File: config.mk
export PLATFORM = sky130hd
export DESIGN_NAME = rtcIrqClkOut
export DESIGN_NICKNAME = d
export VERILOG_FILES = /design/src/rtl/rtcIrqClkOut_pkg.sv /design/src/rtl/rtcIrqCtrl.sv /design/src/rtl/rtcClkDivider.sv /design/src/rtl/rtcPinPath.sv /design/src/rtl/rtcIrqClkOut.sv
export SDC_FILE = /design/constraint.sdc
export NUM_CORES = 1
export LEC_CHECK = 0
export BUFFER_PORTS_ARGS = -buffer_cell sky130_fd_sc_hd__buf_2
export CAP_MARGIN = 0
export CORE_MARGIN = 3
export CORE_UTILIZATION = 60
export DETAILED_ROUTE_END_ITERATION = 8
export PLACE_DENSITY_LB_ADDON = 0.3
export SYNTH_ARGS = -nofsm -noshare
export SYNTH_HDL_FRONTEND = slang
export SYNTH_SLANG_ARGS = --single-unit
File: constraint.sdc
create_clock -name clkOsc -period 4.8 [get_ports clkOsc]
set_input_delay 0.24 -clock clkOsc [delete_from_list [all_inputs] [get_ports clkOsc]]
set_output_delay 0.24 -clock clkOsc [all_outputs]
set_load 0.02 [all_outputs]
File: src/rtl/rtcIrqClkOut_pkg.sv
package rtcIrqClkOut_pkg;
  typedef struct packed {
    logic [1:0] freqSel;
    logic       pulseMode;
    logic       almEn1;
    logic       almEn0;
  } ctrlWord_t;

  typedef struct packed {
    logic divRestart;
    logic pulseActive;
    logic latchedAssert;
  } pinStrobes_t;
endpackage

File: src/rtl/rtcIrqCtrl.sv
module rtcIrqCtrl
  import rtcIrqClkOut_pkg::*;
#(
  parameter int PULSE_LEN = 512
) (
  input  logic        clkOsc,
  input  logic        rstN,
  input  ctrlWord_t   ctrl,
  input  logic        matchA0,
  input  logic        matchA1,
  input  logic [1:0]  clearFlags,
  output pinStrobes_t strobes,
  output logic        flagA0,
  output logic        flagA1
);
  localparam int CW = $clog2(PULSE_LEN + 1);

  logic          trig0, trig1, pulseTrig;
  logic [CW-1:0] pulseCnt;
  logic [1:0]    selPrev;

  assign trig0     = matchA0 & ctrl.almEn0;
  assign trig1     = matchA1 & ctrl.almEn1;
  assign pulseTrig = ctrl.pulseMode & (ctrl.freqSel == 2'b00) & (trig0 | trig1);

  always_ff @(posedge clkOsc or negedge rstN) begin
    if (!rstN) begin
      flagA0 <= 1'b0;
      flagA1 <= 1'b0;
    end else begin
      if (trig0) flagA0 <= 1'b1;
      else if (clearFlags[0]) flagA0 <= 1'b0;
      if (trig1) flagA1 <= 1'b1;
      else if (clearFlags[1]) flagA1 <= 1'b0;
    end
  end

  always_ff @(posedge clkOsc or negedge rstN) begin
    if (!rstN) pulseCnt <= '0;
    else if (pulseTrig) pulseCnt <= CW'(PULSE_LEN);
    else if (pulseCnt != '0) pulseCnt <= pulseCnt - 1'b1;
  end

  always_ff @(posedge clkOsc or negedge rstN) begin
    if (!rstN) selPrev <= 2'b00;
    else selPrev <= ctrl.freqSel;
  end

  assign strobes.divRestart    = (ctrl.freqSel != selPrev);
  assign strobes.pulseActive   = (pulseCnt != '0);
  assign strobes.latchedAssert = ~ctrl.pulseMode &
                                 ((flagA0 & ctrl.almEn0) | (flagA1 & ctrl.almEn1));

  p_flag_set_r2: assert property (@(posedge clkOsc) disable iff (!rstN)
    (matchA0 && ctrl.almEn0) |=> flagA0);
  p_flag_clear_r2: assert property (@(posedge clkOsc) disable iff (!rstN)
    (clearFlags[1] && !matchA1) |=> !flagA1);
  p_disabled_no_flag_r11: assert property (@(posedge clkOsc) disable iff (!rstN)
    (!flagA0 && !ctrl.almEn0) |=> !flagA0);
  p_pulse_start_r5: assert property (@(posedge clkOsc) disable iff (!rstN)
    (ctrl.pulseMode && ctrl.freqSel == 2'b00 && (trig0 || trig1)) |=> strobes.pulseActive);
endmodule

File: src/rtl/rtcClkDivider.sv
module rtcClkDivider #(
  parameter int DIV = 8
) (
  input  logic clkOsc,
  input  logic rstN,
  input  logic restart,
  output logic phase
);
  localparam int HALF = DIV / 2;
  localparam int DW   = (HALF > 1) ? $clog2(HALF) : 1;

  logic [DW-1:0] cnt;

  always_ff @(posedge clkOsc or negedge rstN) begin
    if (!rstN) begin
      cnt   <= '0;
      phase <= 1'b0;
    end else if (restart) begin
      cnt   <= '0;
      phase <= 1'b0;
    end else if (cnt == DW'(HALF - 1)) begin
      cnt   <= '0;
      phase <= ~phase;
    end else begin
      cnt <= cnt + 1'b1;
    end
  end

  p_restart_phase_r8: assert property (@(posedge clkOsc) disable iff (!rstN)
    restart |=> (!phase && cnt == '0));
endmodule

File: src/rtl/rtcPinPath.sv
module rtcPinPath
  import rtcIrqClkOut_pkg::*;
#(
  parameter int MID_DIV  = 8,
  parameter int SLOW_DIV = 32768
) (
  input  logic        clkOsc,
  input  logic        rstN,
  input  logic [1:0]  freqSel,
  input  pinStrobes_t strobes,
  output logic        pinOutN
);
  localparam int NDIV = 2;

  logic [NDIV-1:0] phases;

  for (genvar g = 0; g < NDIV; g++) begin : g_div
    rtcClkDivider #(.DIV(g == 0 ? MID_DIV : SLOW_DIV)) u_div (
      .clkOsc (clkOsc),
      .rstN   (rstN),
      .restart(strobes.divRestart),
      .phase  (phases[g])
    );
  end

  always_comb begin
    unique case (freqSel)
      2'b00:   pinOutN = ~(strobes.pulseActive | strobes.latchedAssert);
      2'b01:   pinOutN = clkOsc;
      2'b10:   pinOutN = phases[0];
      default: pinOutN = phases[1];
    endcase
  end

  p_slow_restart_r9: assert property (@(posedge clkOsc) disable iff (!rstN)
    strobes.divRestart |=> !phases[1]);
endmodule

File: src/rtl/rtcIrqClkOut.sv
module rtcIrqClkOut
  import rtcIrqClkOut_pkg::*;
#(
  parameter int PULSE_LEN = 512,
  parameter int MID_DIV   = 8,
  parameter int SLOW_DIV  = 32768
) (
  input  logic       clkOsc,
  input  logic       rstN,
  input  logic [4:0] ctrlWord,
  input  logic       matchA0,
  input  logic       matchA1,
  input  logic [1:0] clearFlags,
  output logic       pinOutN,
  output logic       flagA0,
  output logic       flagA1
);
  ctrlWord_t   ctrl;
  pinStrobes_t strobes;

  assign ctrl = ctrlWord_t'(ctrlWord);

  rtcIrqCtrl #(.PULSE_LEN(PULSE_LEN)) u_ctrl (
    .clkOsc    (clkOsc),
    .rstN      (rstN),
    .ctrl      (ctrl),
    .matchA0   (matchA0),
    .matchA1   (matchA1),
    .clearFlags(clearFlags),
    .strobes   (strobes),
    .flagA0    (flagA0),
    .flagA1    (flagA1)
  );

  rtcPinPath #(.MID_DIV(MID_DIV), .SLOW_DIV(SLOW_DIV)) u_path (
    .clkOsc (clkOsc),
    .rstN   (rstN),
    .freqSel(ctrl.freqSel),
    .strobes(strobes),
    .pinOutN(pinOutN)
  );

  p_latched_low_r3: assert property (@(posedge clkOsc) disable iff (!rstN)
    (ctrl.freqSel == 2'b00 && !ctrl.pulseMode && flagA0 && ctrl.almEn0) |-> !pinOutN);
endmodule

Word level (Yosys, flattened, before mapping)
Index checks and enable logic that the tools add are counted.
{"block": "op_classes", "add_sub_neg": 3, "n_eq_ne": 5, "mux": 15, "bitwise": 14, "n_reduce_logical": 7}
{"op": "two-way mux 14 bit", "n": 2}
{"op": "two-way mux 10 bit", "n": 2}
{"op": "adder 14 x 1 -> 14 bit, second input constant", "n": 1}
{"op": "== test 14 bit, second input constant", "n": 1}
{"op": "nonzero test 10 bit", "n": 1}
{"op": "nonzero test 2 bit", "n": 5}
{"op": "subtractor 10 x 1 -> 10 bit, second input constant", "n": 1}
{"op": "two-way mux 1 bit", "n": 8}
{"op": "bitwise AND 1 bit", "n": 7}
{"op": "== test 2 bit, second input constant", "n": 2}
{"op": "two-way mux 2 bit", "n": 2}
{"op": "inverter 1 bit", "n": 4}
{"op": "OR 1 bit", "n": 3}
{"op": "case mux 1 bit (3 select lines)", "n": 1}
{"op": "adder 2 x 1 -> 2 bit, second input constant", "n": 1}
{"op": "== test 2 x 1 -> 1 bit, second input constant", "n": 1}
{"op": "zero test 2 bit", "n": 1}
{"op": "!= test 2 bit", "n": 1}
{"block": "totals", "regBits": 32, "out_inout_bits": 3}

Depth between registers and ports, before layout
{"block": "logic_depth", "ltp_word": 6, "ltp_mapped": 6}

Modules after synthesis
A second synthesis with hierarchy kept.
{"block": "unflattened", "cells_unflattened": 155, "area_unflattened_um2": 1606.5}
{"module": "rtcIrqCtrl", "instances": 1, "cells_per_inst": 75, "area_each_um2": 739.5, "seq_area_each_um2": 350.3}
{"module": "rtcClkDivider at u_path.g_div[1].u_div", "instances": 1, "cells_per_inst": 70, "area_each_um2": 729.4, "seq_area_each_um2": 375.4}
{"module": "rtcClkDivider at u_path.g_div[0].u_div", "instances": 1, "cells_per_inst": 8, "area_each_um2": 111.4, "seq_area_each_um2": 75.1}
{"module": "rtcPinPath", "instances": 1, "cells_per_inst": 2, "area_each_um2": 26.3, "seq_area_each_um2": 0.0}

==> results.md <==
- Status: finished, final reports clean
- Worst hold slack: 0.0697 ns
- Slew of the pin with the lowest slew margin: 1.04 ns
- Post-synth top area cell: dfrtp_1
- Endpoints failing setup: 0
- First-pass GRT wire length: 5.92 mm
- WL final: 3.41 mm
- Die W: 57.1 um
- Peak supply drop: 0.339 mV
- Final Max Slew Viols: 0
- Commonest non-fill, non-tap cell in the layout: dfrtp_1
- Largest delay share family, worst path: buffers and inverters
- Warning count from the yosys run: 0
- Initial antenna violation count: 0
- Reg2reg path depth: 6
- Antenna-violating nets left: 0
- Worst hold path depth: 3
- Initial DRT Pass Iterations: 5
- Hold_sp: matchA1
- Top cell type's share of synthesized area: 51.1%
- Area growth syn-to-layout: 17.5%
- Leakage power: 0.805 nW
- DRC violations left: 0
- CP max stage delay: 0.16 ns
- HP Class: in -> reg
- Critical path fanouts, max: 2
- Filler cells: 149
- CP cell instances: clkbuf_4, clkbuf_4, clkbuf_4, clkbuf_4, clkbuf_4, a21oi_1, nor2_1, clkbuf_4, clkbuf_4, o21ai_0, a2bb2oi_1, buf_2
- Final core utilization: 78.7%
- Average size of a mapped cell: 9.99 sq um
- Fin cells: 219
- Worst r2r src: u_ctrl.pulseCnt[0]
- FF-to-FF setup slack: 2.62 ns
- Initial Util: 67.0%
- Post_cts resized: 0
- Gpl congestion: 0.922
- Syn Nets: 172
- #FFs+latches synth: 32
- Avg WL per Cell: 15.6 um
- Pwr Total: 805 uW
- WP data required: 4.56 ns
- Antenna Diode Count: 0
- CP bufs+invs: 8
- Startpoint Class: clock port
- CTS tree: yes
- Total setup buffers inserted after CTS: 0
- Fin worst setup slack: 0.764 ns
- Mapped Cells: 157
- Top cell by count, worst path: clkbuf_4
- Largest net degree at the start of global routing: 33
- PD cells: 437 nW/um^2
- Vias per cell: 5.95
- Worst setup EP type: primary output
- Most frequent cells in the layout: dfrtp_1, nor2_1, clkbuf_4
- Placed Area: 1660 sq um
- Worst skew pair latency: 0.45 ns
- Placed Cells: 196
- Die Y-Extent: 57.1 um
- Initial DRC Count: 68
- Vias in the first global route: 1392
- Mapped Area: 1570 sq um
- Seq/Total Area, Yosys: 51.1%
- Critical R2R Capture: u_ctrl.pulseCnt[4]
- Area contributors post-synth: dfrtp_1, xnor2_1, nor2_1
- Critical-path top delay cell: buf_2
- Cts hold-fix bufs: 5
- Min-Delay Endpoint: u_ctrl.flagA1
- Routed via count: 1304
- Setup CP Type: clk -> out
- HPWL Detailed: 2.13 mm
- Nets: 204
- I/O Buffers: 13
- Gr usage total: 25.5%
- Setup TNS: 0 ns
- Pre-CTS WS: 1.71 ns
- CP arrival: 3.80 ns
- Relative slew slack: 30.4%
- Post-Layout Inst Area: 1840 sq um
- Fin. Hold Viols: 0
- RSZ-0062 raised after global routing: false
- Clk pin slew, worst setup/hold paths: 0.10 ns
- Die ar.: 3260 sq um
- Core Box Area: 2340 sq um
- Grt ovf: 0
- IO Count: 14
- Core Rows: 17
- Share of cells above drive strength 1: 18.8%
- Clock Skews: 0.00727 ns
- Synth cell types: 34
- Max Cap Viol: 0
routing by layer:
| layer | global-route usage [%] | share of wire, % | vias to the layer above |
|---|---|---|---|
| met4 | 25.5 | 5.1 | 0 |
| met3 | 13.1 | 5.5 | 26 |
| met5 | 0 | 0 | - |
| met2 | 35.1 | 47 | 55 |
| met1 | 27.4 | 42 | 611 |
| li1 | - | - | 612 |
synth_stat cells:
| cell type | number |
|---|---|
| dfrtp_1 | 32 |
| nor2_1 | 25 |
| xnor2_1 | 13 |
| inv_1 | 11 |
| a21oi_1 | 8 |
| nand2_1 | 7 |
| nor3_1 | 7 |
| o21ai_0 | 7 |
| xor2_1 | 6 |
| ha_1 | 4 |
| nand3_1 | 4 |
| nand4_1 | 4 |
| nor4_1 | 4 |
| or3_1 | 3 |
| o31ai_1 | 2 |
| or4_1 | 2 |
| a2111oi_2 | 1 |
| a211oi_1 | 1 |
| a21o_1 | 1 |
| a22oi_1 | 1 |
| a2bb2oi_1 | 1 |
| and3_1 | 1 |
| and4_1 | 1 |
| buf_2 | 1 |
| clkbuf_1 | 1 |
| nand3b_1 | 1 |
| nor3_4 | 1 |
| nor4b_1 | 1 |
| o311ai_0 | 1 |
| or2b_1 | 1 |
| or3_4 | 1 |
| or4_2 | 1 |
| or4_4 | 1 |
| or4b_2 | 1 |
logic make-up (layout without fill, tap and decap cells):
kind of cell	count (synthesis)	after routing	synth area share, %
simple gates	66	66	22.7
flops	32	32	51.1
buf+inv	13	47	3.19
xor+xnor	19	19	10.6
fa+ha+maj	4	4	3.19
compound gates	23	23	9.26
final cells by class:
class	count	area, sq um	share of cell area [%]
well taps	28	35.0	1.90
inverters	11	41.3	2.24
clock inverters	2	10.0	0.543
clock buffers	17	128	6.93
flip-flops and latches	32	801	43.5
multi-input cells	112	717	38.9
repair buffers	17	110	5.98
sequential cells by signal, summed over array words and instances (netlist names):
name,count
u_ctrl.flagA1,1
u_ctrl.pulseCnt,10
u_ctrl.selPrev,2
u_path.g_div.u_div.cnt,16
u_ctrl.flagA0,1
u_path.g_div.u_div.phase,2
power breakdown:
group	total (mW)	internal [mW]	switching, mW
sequential	0.372	0.317	0.0544
combinational	0.181	0.0804	0.101
clock	0.252	0.134	0.118
worst max path at each step:
stage / start / endpoint / cells past startpoint
floorplan: clkOsc / pinOutN / 4
CTS: clkOsc / pinOutN / 12
global route: clkOsc / pinOutN / 12
finish: clkOsc / pinOutN / 12
detailed placement: clkOsc / pinOutN / 5
global placement: clkOsc / pinOutN / 5
worst register-to-register path: stages (launching register included):
cell and delay (ns):
dfrtp_1 0.41, inv_1 0.12, ha_1 0.19, or4b_2 0.69, o311ai_0 0.38, xor2_1 0.19, nor2_1 0.05
Power figures use the tool's default switching activity.
